[config.mk]
export PLATFORM = sky130hd
export DESIGN_NAME = sernum_bank
export DESIGN_NICKNAME = d
export VERILOG_FILES = /design/src/rtl/sn_pkg.sv /design/src/rtl/sn_decode.sv /design/src/rtl/sn_ctrl_reg.sv /design/src/rtl/sn_byte_bank.sv /design/src/rtl/sn_rd_port.sv /design/src/rtl/sernum_bank.sv
export SDC_FILE = /design/constraint.sdc
export NUM_CORES = 1
export LEC_CHECK = 0
export ABC_AREA = 0
export BUFFER_PORTS_ARGS = -buffer_cell sky130_fd_sc_hd__buf_2
export CELL_PAD_IN_SITES_DETAIL_PLACEMENT = 0
export CELL_PAD_IN_SITES_GLOBAL_PLACEMENT = 1
export CORE_ASPECT_RATIO = 0.9
export CORE_MARGIN = 2
export CORE_UTILIZATION = 47
export CTS_CLUSTER_SIZE = 20
export DETAILED_ROUTE_END_ITERATION = 16
export PLACE_DENSITY_LB_ADDON = 0.1
export SKIP_LAST_GASP = 1
export SLEW_MARGIN = 10
export SYNTH_ARGS = -nofsm -noshare
export SYNTH_HDL_FRONTEND = slang
export SYNTH_SLANG_ARGS = --single-unit
[constraint.sdc]
create_clock -name clk -period 3.23 [get_ports clk]
set_clock_uncertainty 0.1 [all_clocks]
set_input_delay 0.323 -clock clk [delete_from_list [all_inputs] [get_ports clk]]
set_output_delay 0.323 -clock clk [all_outputs]
set_load 0.03 [all_outputs]
[src/rtl/sn_pkg.sv]
// Shared types for the serial number register bank.
// Assumes: address decode yields one of three targets per access.
package sn_pkg;
    typedef enum logic [1:0] {
        SEL_NONE = 2'd0,
        SEL_CTRL = 2'd1,
        SEL_SN   = 2'd2
    } sel_e;
endpackage

[src/rtl/sn_decode.sv]
// Address decoder: classifies an address as control register, serial byte
// (with its index) or outside the window.
// Assumes: the serial window does not overlap the control address.
module sn_decode
    import sn_pkg::*;
#(
    parameter int ADDR_W    = 8,
    parameter int SN_BYTES  = 8,
    parameter int SN_BASE   = 'h11,
    parameter int CTRL_ADDR = 'h0B,
    localparam int IDX_W    = $clog2(SN_BYTES)
) (
    input  logic [ADDR_W-1:0] addr,
    output sel_e              sel,
    output logic [IDX_W-1:0]  idx
);
    localparam logic [ADDR_W-1:0] BASE_V = ADDR_W'(SN_BASE);
    localparam logic [ADDR_W-1:0] CTRL_V = ADDR_W'(CTRL_ADDR);
    localparam logic [ADDR_W:0]   END_V  = (ADDR_W+1)'(SN_BASE + SN_BYTES);

    logic [ADDR_W-1:0] offset;

    // Classify the address and derive the byte index inside the window.
    always_comb begin
        offset = addr - BASE_V;
        idx    = offset[IDX_W-1:0];
        if (addr == CTRL_V)
            sel = SEL_CTRL;
        else if ((addr >= BASE_V) && ({1'b0, addr} < END_V))
            sel = SEL_SN;
        else
            sel = SEL_NONE;
    end
endmodule

[src/rtl/sn_ctrl_reg.sv]
// Control register: plain bits plus a sticky lock bit that only reset clears.
// Assumes: synchronous active-low reset; we is already address-qualified.
module sn_ctrl_reg #(
    parameter int DW       = 8,
    parameter int LOCK_BIT = 7
) (
    input  logic          clk,
    input  logic          rst_n,
    input  logic          we,
    input  logic [DW-1:0] wdata,
    output logic [DW-1:0] q,
    output logic          lock
);
    localparam logic [DW-1:0] LMASK = DW'(1) << LOCK_BIT;

    // Store written bits; keep the lock bit once it is set.
    always_ff @(posedge clk) begin
        if (!rst_n)
            q <= '0;
        else if (we)
            q <= wdata | (q & LMASK);
    end

    assign lock = q[LOCK_BIT];


    lock_sticky_chk: assert property (@(posedge clk) disable iff (!rst_n)
        lock |=> lock);


    ctrl_write_chk: assert property (@(posedge clk) disable iff (!rst_n)
        we |=> (q & ~LMASK) == ($past(wdata) & ~LMASK));
endmodule

[src/rtl/sn_byte_bank.sv]
// Bank of serial bytes with write gating by the lock and a rejection pulse.
// Assumes: we/idx come from the decoder; lock is the current lock state.
module sn_byte_bank #(
    parameter int DW       = 8,
    parameter int SN_BYTES = 8,
    localparam int IDX_W   = $clog2(SN_BYTES)
) (
    input  logic                         clk,
    input  logic                         rst_n,
    input  logic                         we,
    input  logic [IDX_W-1:0]             idx,
    input  logic [DW-1:0]                wdata,
    input  logic                         lock,
    output logic [SN_BYTES-1:0][DW-1:0]  bytes_q,
    output logic                         rejected
);
    for (genvar k = 0; k < SN_BYTES; k++) begin : g_byte
        logic hit;
        assign hit = we && !lock && (idx == IDX_W'(k));

        // Hold one serial byte; load it on an unlocked write to its index.
        always_ff @(posedge clk) begin
            if (!rst_n)
                bytes_q[k] <= '0;
            else if (hit)
                bytes_q[k] <= wdata;
        end


        locked_hold_chk: assert property (@(posedge clk) disable iff (!rst_n)
            (lock && we) |=> $stable(bytes_q[k]));


        unlocked_load_chk: assert property (@(posedge clk) disable iff (!rst_n)
            (!lock && we && idx == IDX_W'(k)) |=> bytes_q[k] == $past(wdata));
    end

    // Flag a write attempt that the lock refused, for one cycle.
    always_ff @(posedge clk) begin
        if (!rst_n)
            rejected <= 1'b0;
        else
            rejected <= we && lock;
    end


    reject_pulse_chk: assert property (@(posedge clk) disable iff (!rst_n)
        (we && lock) |=> rejected);


    reject_cause_chk: assert property (@(posedge clk) disable iff (!rst_n)
        !(we && lock) |=> !rejected);
endmodule

[src/rtl/sn_rd_port.sv]
// Registered read port: selects control or serial data, zero elsewhere.
// Assumes: rdata is 0 in any cycle without a sampled read.
module sn_rd_port
    import sn_pkg::*;
#(
    parameter int DW       = 8,
    parameter int SN_BYTES = 8,
    localparam int IDX_W   = $clog2(SN_BYTES)
) (
    input  logic                        clk,
    input  logic                        rst_n,
    input  logic                        rd_en,
    input  sel_e                        sel,
    input  logic [IDX_W-1:0]            idx,
    input  logic [SN_BYTES-1:0][DW-1:0] bytes_q,
    input  logic [DW-1:0]               ctrl_q,
    output logic [DW-1:0]               rdata
);
    logic [DW-1:0] mux_d;

    // Pick the source for the addressed register.
    always_comb begin
        case (sel)
            SEL_CTRL: mux_d = ctrl_q;
            SEL_SN:   mux_d = bytes_q[idx];
            default:  mux_d = '0;
        endcase
    end

    // Capture the read result; drive zero when no read was sampled.
    always_ff @(posedge clk) begin
        if (!rst_n)
            rdata <= '0;
        else
            rdata <= rd_en ? mux_d : '0;
    end


    outside_zero_chk: assert property (@(posedge clk) disable iff (!rst_n)
        (rd_en && sel == SEL_NONE) |=> rdata == '0);


    idle_zero_chk: assert property (@(posedge clk) disable iff (!rst_n)
        !rd_en |=> rdata == '0);
endmodule

[src/rtl/sernum_bank.sv]
// Top: lockable 64-bit serial number register bank on a simple register bus.
// Assumes: one access per cycle, synchronous active-low power-on reset.
module sernum_bank
    import sn_pkg::*;
#(
    parameter int ADDR_W    = 8,
    parameter int DW        = 8,
    parameter int SN_BYTES  = 8,
    parameter int SN_BASE   = 'h11,
    parameter int CTRL_ADDR = 'h0B,
    parameter int LOCK_BIT  = 7
) (
    input  logic              clk,
    input  logic              rst_n,
    input  logic [ADDR_W-1:0] addr,
    input  logic [DW-1:0]     wdata,
    input  logic              wr_en,
    input  logic              rd_en,
    output logic [DW-1:0]     rdata,
    output logic              write_rejected
);
    localparam int IDX_W = $clog2(SN_BYTES);

    sel_e                        sel;
    logic [IDX_W-1:0]            idx;
    logic [DW-1:0]               ctrl_q;
    logic                        lock;
    logic [SN_BYTES-1:0][DW-1:0] bytes_q;
    logic                        ctrl_we;
    logic                        sn_we;

    sn_decode #(
        .ADDR_W(ADDR_W), .SN_BYTES(SN_BYTES),
        .SN_BASE(SN_BASE), .CTRL_ADDR(CTRL_ADDR)
    ) u_dec (
        .addr(addr), .sel(sel), .idx(idx)
    );

    assign ctrl_we = wr_en && (sel == SEL_CTRL);
    assign sn_we   = wr_en && (sel == SEL_SN);

    sn_ctrl_reg #(.DW(DW), .LOCK_BIT(LOCK_BIT)) u_ctrl (
        .clk(clk), .rst_n(rst_n), .we(ctrl_we), .wdata(wdata),
        .q(ctrl_q), .lock(lock)
    );

    sn_byte_bank #(.DW(DW), .SN_BYTES(SN_BYTES)) u_bank (
        .clk(clk), .rst_n(rst_n), .we(sn_we), .idx(idx), .wdata(wdata),
        .lock(lock), .bytes_q(bytes_q), .rejected(write_rejected)
    );

    sn_rd_port #(.DW(DW), .SN_BYTES(SN_BYTES)) u_rd (
        .clk(clk), .rst_n(rst_n), .rd_en(rd_en), .sel(sel), .idx(idx),
        .bytes_q(bytes_q), .ctrl_q(ctrl_q), .rdata(rdata)
    );


    outside_write_chk: assert property (@(posedge clk) disable iff (!rst_n)
        (wr_en && sel == SEL_NONE) |=> ($stable(bytes_q) && $stable(ctrl_q)));


    reset_clear_chk: assert property (@(posedge clk)
        !rst_n |=> (rdata == '0 && !write_rejected && !lock));
endmodule

# --- Word level (Yosys, flattened, before mapping) ---
# Index checks and enable logic that the tools add are counted.
op_classes:
  n_shift: 0
  n_eq_ne: 10
  multipliers: 0
  n_div: 0
  muxes: 5
  add_sub_neg: 1
  bitwise_logic: 1
  reduce_logical: 16
  order_cmp: 3
op_table:
  columns: ["cell", "count"]
  rows:
  - ["8-bit binary-select mux with 3-bit select", 1]
  - ["8-bit case mux with 2 select lines", 1]
  - ["1-bit logical AND", 13]
  - ["3-bit equality test (second input constant)", 4]
  - ["8-bit by 4-bit equality test with 1-bit output (second input constant)", 1]
  - ["8-bit by 5-bit greater-or-equal comparator with 1-bit output (second input constant)", 1]
  - ["8-bit by 5-bit < comparator with 1-bit output (second input constant)", 1]
  - ["8-bit 2-to-1 mux", 1]
  - ["8-bit bitwise OR", 1]
  - ["3-bit by 2-bit equality test with 1-bit output (second input constant)", 2]
  - ["3-bit by 4-bit < comparator with 1-bit output (second input constant)", 1]
  - ["2-bit 2-to-1 mux", 2]
  - ["3-bit by 1-bit equality test with 1-bit output (second input constant)", 1]
  - ["3-bit logical NOT", 1]
  - ["3-bit by 1-bit subtractor with 3-bit output (second input constant)", 1]
  - ["2-bit by 1-bit equality test with 1-bit output (second input constant)", 1]
  - ["2-bit equality test (second input constant)", 1]
  - ["2-bit AND reduction", 1]
  - ["1-bit logical NOT", 1]
totals:
  output_inout_bits: 9
  n_memories: 0
  ff_bits: 81
  romBits: 0
  latchBits: 0
  ram_bits: 0

# --- Longest topological paths before layout ---
depth:
  ltp_word: 8
  mapped_depth: 10

# --- Hierarchy ---
# Synthesis repeated with hierarchy kept, for this count alone.
hier_totals:
  cells_unflattened: 359
  area_unflattened_um2: 3768.6
modules_own_cells:
  columns: ["mod", "instances", "seq_area_each_um2", "cells_each", "area_each_um2"]
  rows:
  - ["sn_byte_bank", 1, 1301.2, 228, 2428.6]
  - ["sn_rd_port", 1, 160.2, 90, 910.9]
  - ["sn_ctrl_reg", 1, 160.2, 26, 304.0]
  - ["sn_decode", 1, 0.0, 13, 107.6]
  - ["sernum_bank", 1, 0.0, 2, 17.5]

# --- Worst setup path before layout ---
# No wires, ideal clock.
synth_path:
  kind: "in2reg"
  start: "in addr[0]"
  end: "reg u_rd.rdata[4]"
  setup_time_ps: 117
  path_stages: 10
  slack_ps: 453
  t_arrival_ps: 2560
  n_path_buf: 3
  path_cell_list: "clkbuf_1 -> clkinv_1 -> ha_1 -> ha_1 -> buf_2 -> buf_2 -> mux4_2 -> nand2_1 -> nand2_1 -> a22o_1"
synth_via:
  elab_chain_len: 6
synth_rtl:
  columns: ["element", "line", "text"]
  rows:
  - ["start: declaration", "sernum_bank.sv:15", "input logic [ADDR_W-1:0] addr,"]
  - ["8-bit by 5-bit greater-or-equal comparator with 1-bit output or 8-bit by 5-bit < comparator with 1-bit output (tied branches)", "sn_decode.sv:29", "else if ((addr >= BASE_V) && ({1'b0, addr} < END_V))"]
  - ["1-bit logical AND", "sn_decode.sv:29", null]
  - ["2-bit 2-to-1 mux", "sn_decode.sv:29", null]
  - ["2-bit 2-to-1 mux", "sn_decode.sv:27", "if (addr == CTRL_V)"]
  - ["2-bit equality test or 2-bit by 1-bit equality test with 1-bit output (tied branches)", "sn_rd_port.sv:23", "case (sel)"]
  - ["8-bit case mux with 2 select lines *", "sn_rd_port.sv:23", null]
  - ["end signal: assignment", "sn_rd_port.sv:35", "rdata <= rd_en ? mux_d : '0;"]
  - ["end: declaration", "sn_rd_port.sv:17", "output logic [DW-1:0] rdata"]
# Every way passes the cells marked *; elsewhere a longest branch is shown, timed or not. The select of a mux whose other input is x is not followed.
# A chain may end at the register's enable or synchronous reset.

# --- Final worst setup path ---
layout_path:
  start: "in addr[0]"
  end: "reg u_bank.bytes_q[35] (netlist name)"
layout_via:
  elab_chain_len: 8
layout_rtl:
  columns: ["element", "line", "text"]
  rows:
  - ["8-bit by 5-bit greater-or-equal comparator with 1-bit output or 8-bit by 5-bit < comparator with 1-bit output (tied branches)", "sn_decode.sv:29", null]
  - ["1-bit logical AND", "sn_decode.sv:29", null]
  - ["2-bit 2-to-1 mux", "sn_decode.sv:29", null]
  - ["2-bit 2-to-1 mux", "sn_decode.sv:27", null]
  - ["2-bit equality test", "sernum_bank.sv:40", "assign sn_we = wr_en && (sel == SEL_SN);"]
  - ["1-bit logical AND", "sernum_bank.sv:40", null]
  - ["1-bit logical AND", "sn_byte_bank.sv:19", "assign hit = we && !lock && (idx == IDX_W'(k));"]
  - ["1-bit logical AND *", "sn_byte_bank.sv:19", null]
  - ["end signal: indexed assignment", "sn_byte_bank.sv:26", "bytes_q[k] <= wdata;"]
  - ["end: declaration", "sn_byte_bank.sv:14", "output logic [SN_BYTES-1:0][DW-1:0] bytes_q,"]
# Every way passes the cells marked *; elsewhere a longest branch is shown, timed or not.

==> qor.yml <==
run_status:
  outcome: "completed"
synthesis:
  synthesis.instances: 333
  async_flop_share_pct: 0
  yosysMostFrequentCell: "nand2_1"
  ys_top_cells_by_count: "nand2_1, dfxtp_1, mux2i_1, mux4_2, clkbuf_1"
  synth_top_area_share_pct: 45.5
  yosys.cell_types.count: 28
  syn_nets: 359
  synth_area_um2: 3560
  ys_seq_elements: 81
  ys_seq_area_share_pct: 45.5
  yosysTopAreaCell: "dfxtp_1"
  synth-warning-count: 0
  synth_edf_count: 0
  synth.top_cells.by_area: "dfxtp_1, mux2i_1, mux4_2, nand2_1, ha_1"
  synth_ff_type: "dfxtp_1"
  avgSynthCellArea_um2: 10.7
clocking:
  clk_latency_ns: 0.36
  post-cts-setup-buffer-count: 0
  cts_tree: "yes"
  clk_pin_slew_ns: 0.09
  htreeDepth: 3
  cts_resized: 0
  clock_path_buffers: 2
  postCtsHoldBufs: 0
  cts_root_buf: "clkbuf_8"
  numCtsBuffers: 9
  cts.sinks: 81
sta:
  finalSetupTns_ns: 0
  post-route-period-util_pct: 70.4
  finalHoldViolCount: 0
  max_freq_mhz: 440
  holdWs_ns: 0.135
  worst_pin_slew_ns: 0.737
  slew-limit-headroom_pct: 50.9
  rsz0062_at_grt: "no"
  setup_viol: 0
  maxSlewViolCount: 0
  min_period_ns: 2.27
global_routing:
  track_usage_pct: 20.2
  gr-total-overflow: 0
  grt_pass1_wl_mm: 12.5
  antenna_found_initial: 0
  grt_pass1_vias: 2451
  grt_max_degree: 46
placed_design:
  gp_congestion: 0.724
  dp_hpwl_mm: 5.12
  port_buffers: 28
pwr:
  power_leakage_nw: 1.87
  max-vdd-ir-drop_mv: 0.339
  pwr_density_cell_nw_per_um2: 488
drt:
  wl_mm: 7.57
  wl_met3_um: 211
  drt-met1-wl_mm: 3.62
  initialDrtViolationCount: 66
  first_pass_iters: 4
  wl_met2_mm: 3.65
  top_layer: "met4"
  wl_per_cell_um: 16.7
  ant_nets: 0
  vias: 2432
  drc_errors: 0
  via_per_inst: 5.36
floorplan:
  rows: 30
  die_area_um2: 8290
  fp.dieW_um: 95.8
  start_util_pct: 47.9
  design.core.area_um2: 7430
  die_h_um: 86.6
  ios: 29
cells_and_area:
  num-nets-final: 379
  drive_gt1_share_pct: 19.6
  diodes: 0
  fill_cells: 693
  flow.area_growth_from_synthesis_pct: 10.8
setup_path:
  required_ns: 3.41
  rr_worst_depth: 3
  cp_max_fo: 11
  cp-start-kind: "input pin"
  crit_type: "input pin to flop"
  end_kind: "flop"
  arrival_ns: 2.45
hold_path:
  min_path_type: "input pin to flop"
  whs_path_depth: 3
flow_run:
  maxCapViolCount: 0
## metrics by stage
step	cell area, um2	total power [mW]	setup WS, ns	utilization, %	instances
CTS	3940	1.95	0.963	53.1	454
global route	3940	2.00	0.784	53.1	454
global placement	3720	1.14	0.575	50.1	438
floorplan	3560	1.10	0.453	-	333
finish	3940	1.93	0.956	53.1	454
detailed placement	3720	1.14	0.582	50.1	438
## critical path, cell delays in order
cell and delay (ns):
buf_2 0.21, clkinv_1 0.12, ha_1 0.25, or4b_1 0.17, o2111a_1 0.43, nand4b_1 0.61
mux2i_1 0.33
## per-layer routing
layer	vias to the layer above	global-route usage [%]
li1	1191	-
met1	1198	26.2
met2	33	33.7
met3	10	4.96
met4	0	5.84
met5	-	0
## worst paths after layout
| path | start | endpoint | slack (ns) |
|---|---|---|---|
| worst min-delay path | wdata[1] | u_ctrl.q[1] | 0.14 |
| worst min register to register | u_bank.bytes_q[57] | u_bank.bytes_q[57] | 0.36 |
| worst max register to register | u_ctrl.q[7] | u_bank.bytes_q[35] | 1.14 |
| worst max-delay path | addr[0] | u_bank.bytes_q[35] | 0.96 |
## layout make-up
type                            instances  area (um2)  share of cell area, %
Multi-Input combinational cell        224        1790                   45.5
Sequential cell                        81        1620                   41.1
Timing Repair Buffer                   32         170                   4.31
Clock buffer                            9         124                   3.14
Tap cell                               96         120                   3.05
Clock inverter                          7        95.1                   2.41
Inverter                                5        18.8                  0.476
## where the power goes
group | internal, mW | switching [mW]
Combinational | 0.0407 | 0.0715
Sequential | 0.999 | 0.000621
Clock | 0.435 | 0.379
Total | 1.47 | 0.452
## sequential cells by signal, indices dropped and copies added (netlist names)
| name | cells |
|---|---|
| u_ctrl.q | 8 |
| u_bank.rejected | 1 |
| u_rd.rdata | 8 |
| u_bank.bytes_q | 64 |
## cell families after synthesis
kind of cell | Yosys count | share of synthesized area (%)
and+or+nand+nor | 121 | 15.7
muxes | 87 | 30.1
DFF | 81 | 45.5
buffers and inverters | 28 | 4.08
AOI/OAI and AO/OA | 10 | 2.49
adders and majority gates | 6 | 2.11
## layout by cell type, fill, tap and decap left out, types with 2 or more instances in the layout
master / count
and4_4: 2
clkinv_2: 2
and4_1: 2
clkinv_4: 2
mux4_2: 16
clkbuf_8: 9
inv_1: 4
ha_1: 6
buf_2: 28
dfxtp_1: 81
a22o_1: 8
nand2_1: 96
mux2i_1: 71
nor2b_1: 8
bufinv_16: 2
nand3_2: 2
nand4b_1: 3
buf_4: 4
(Power assumes the default switching activity.)
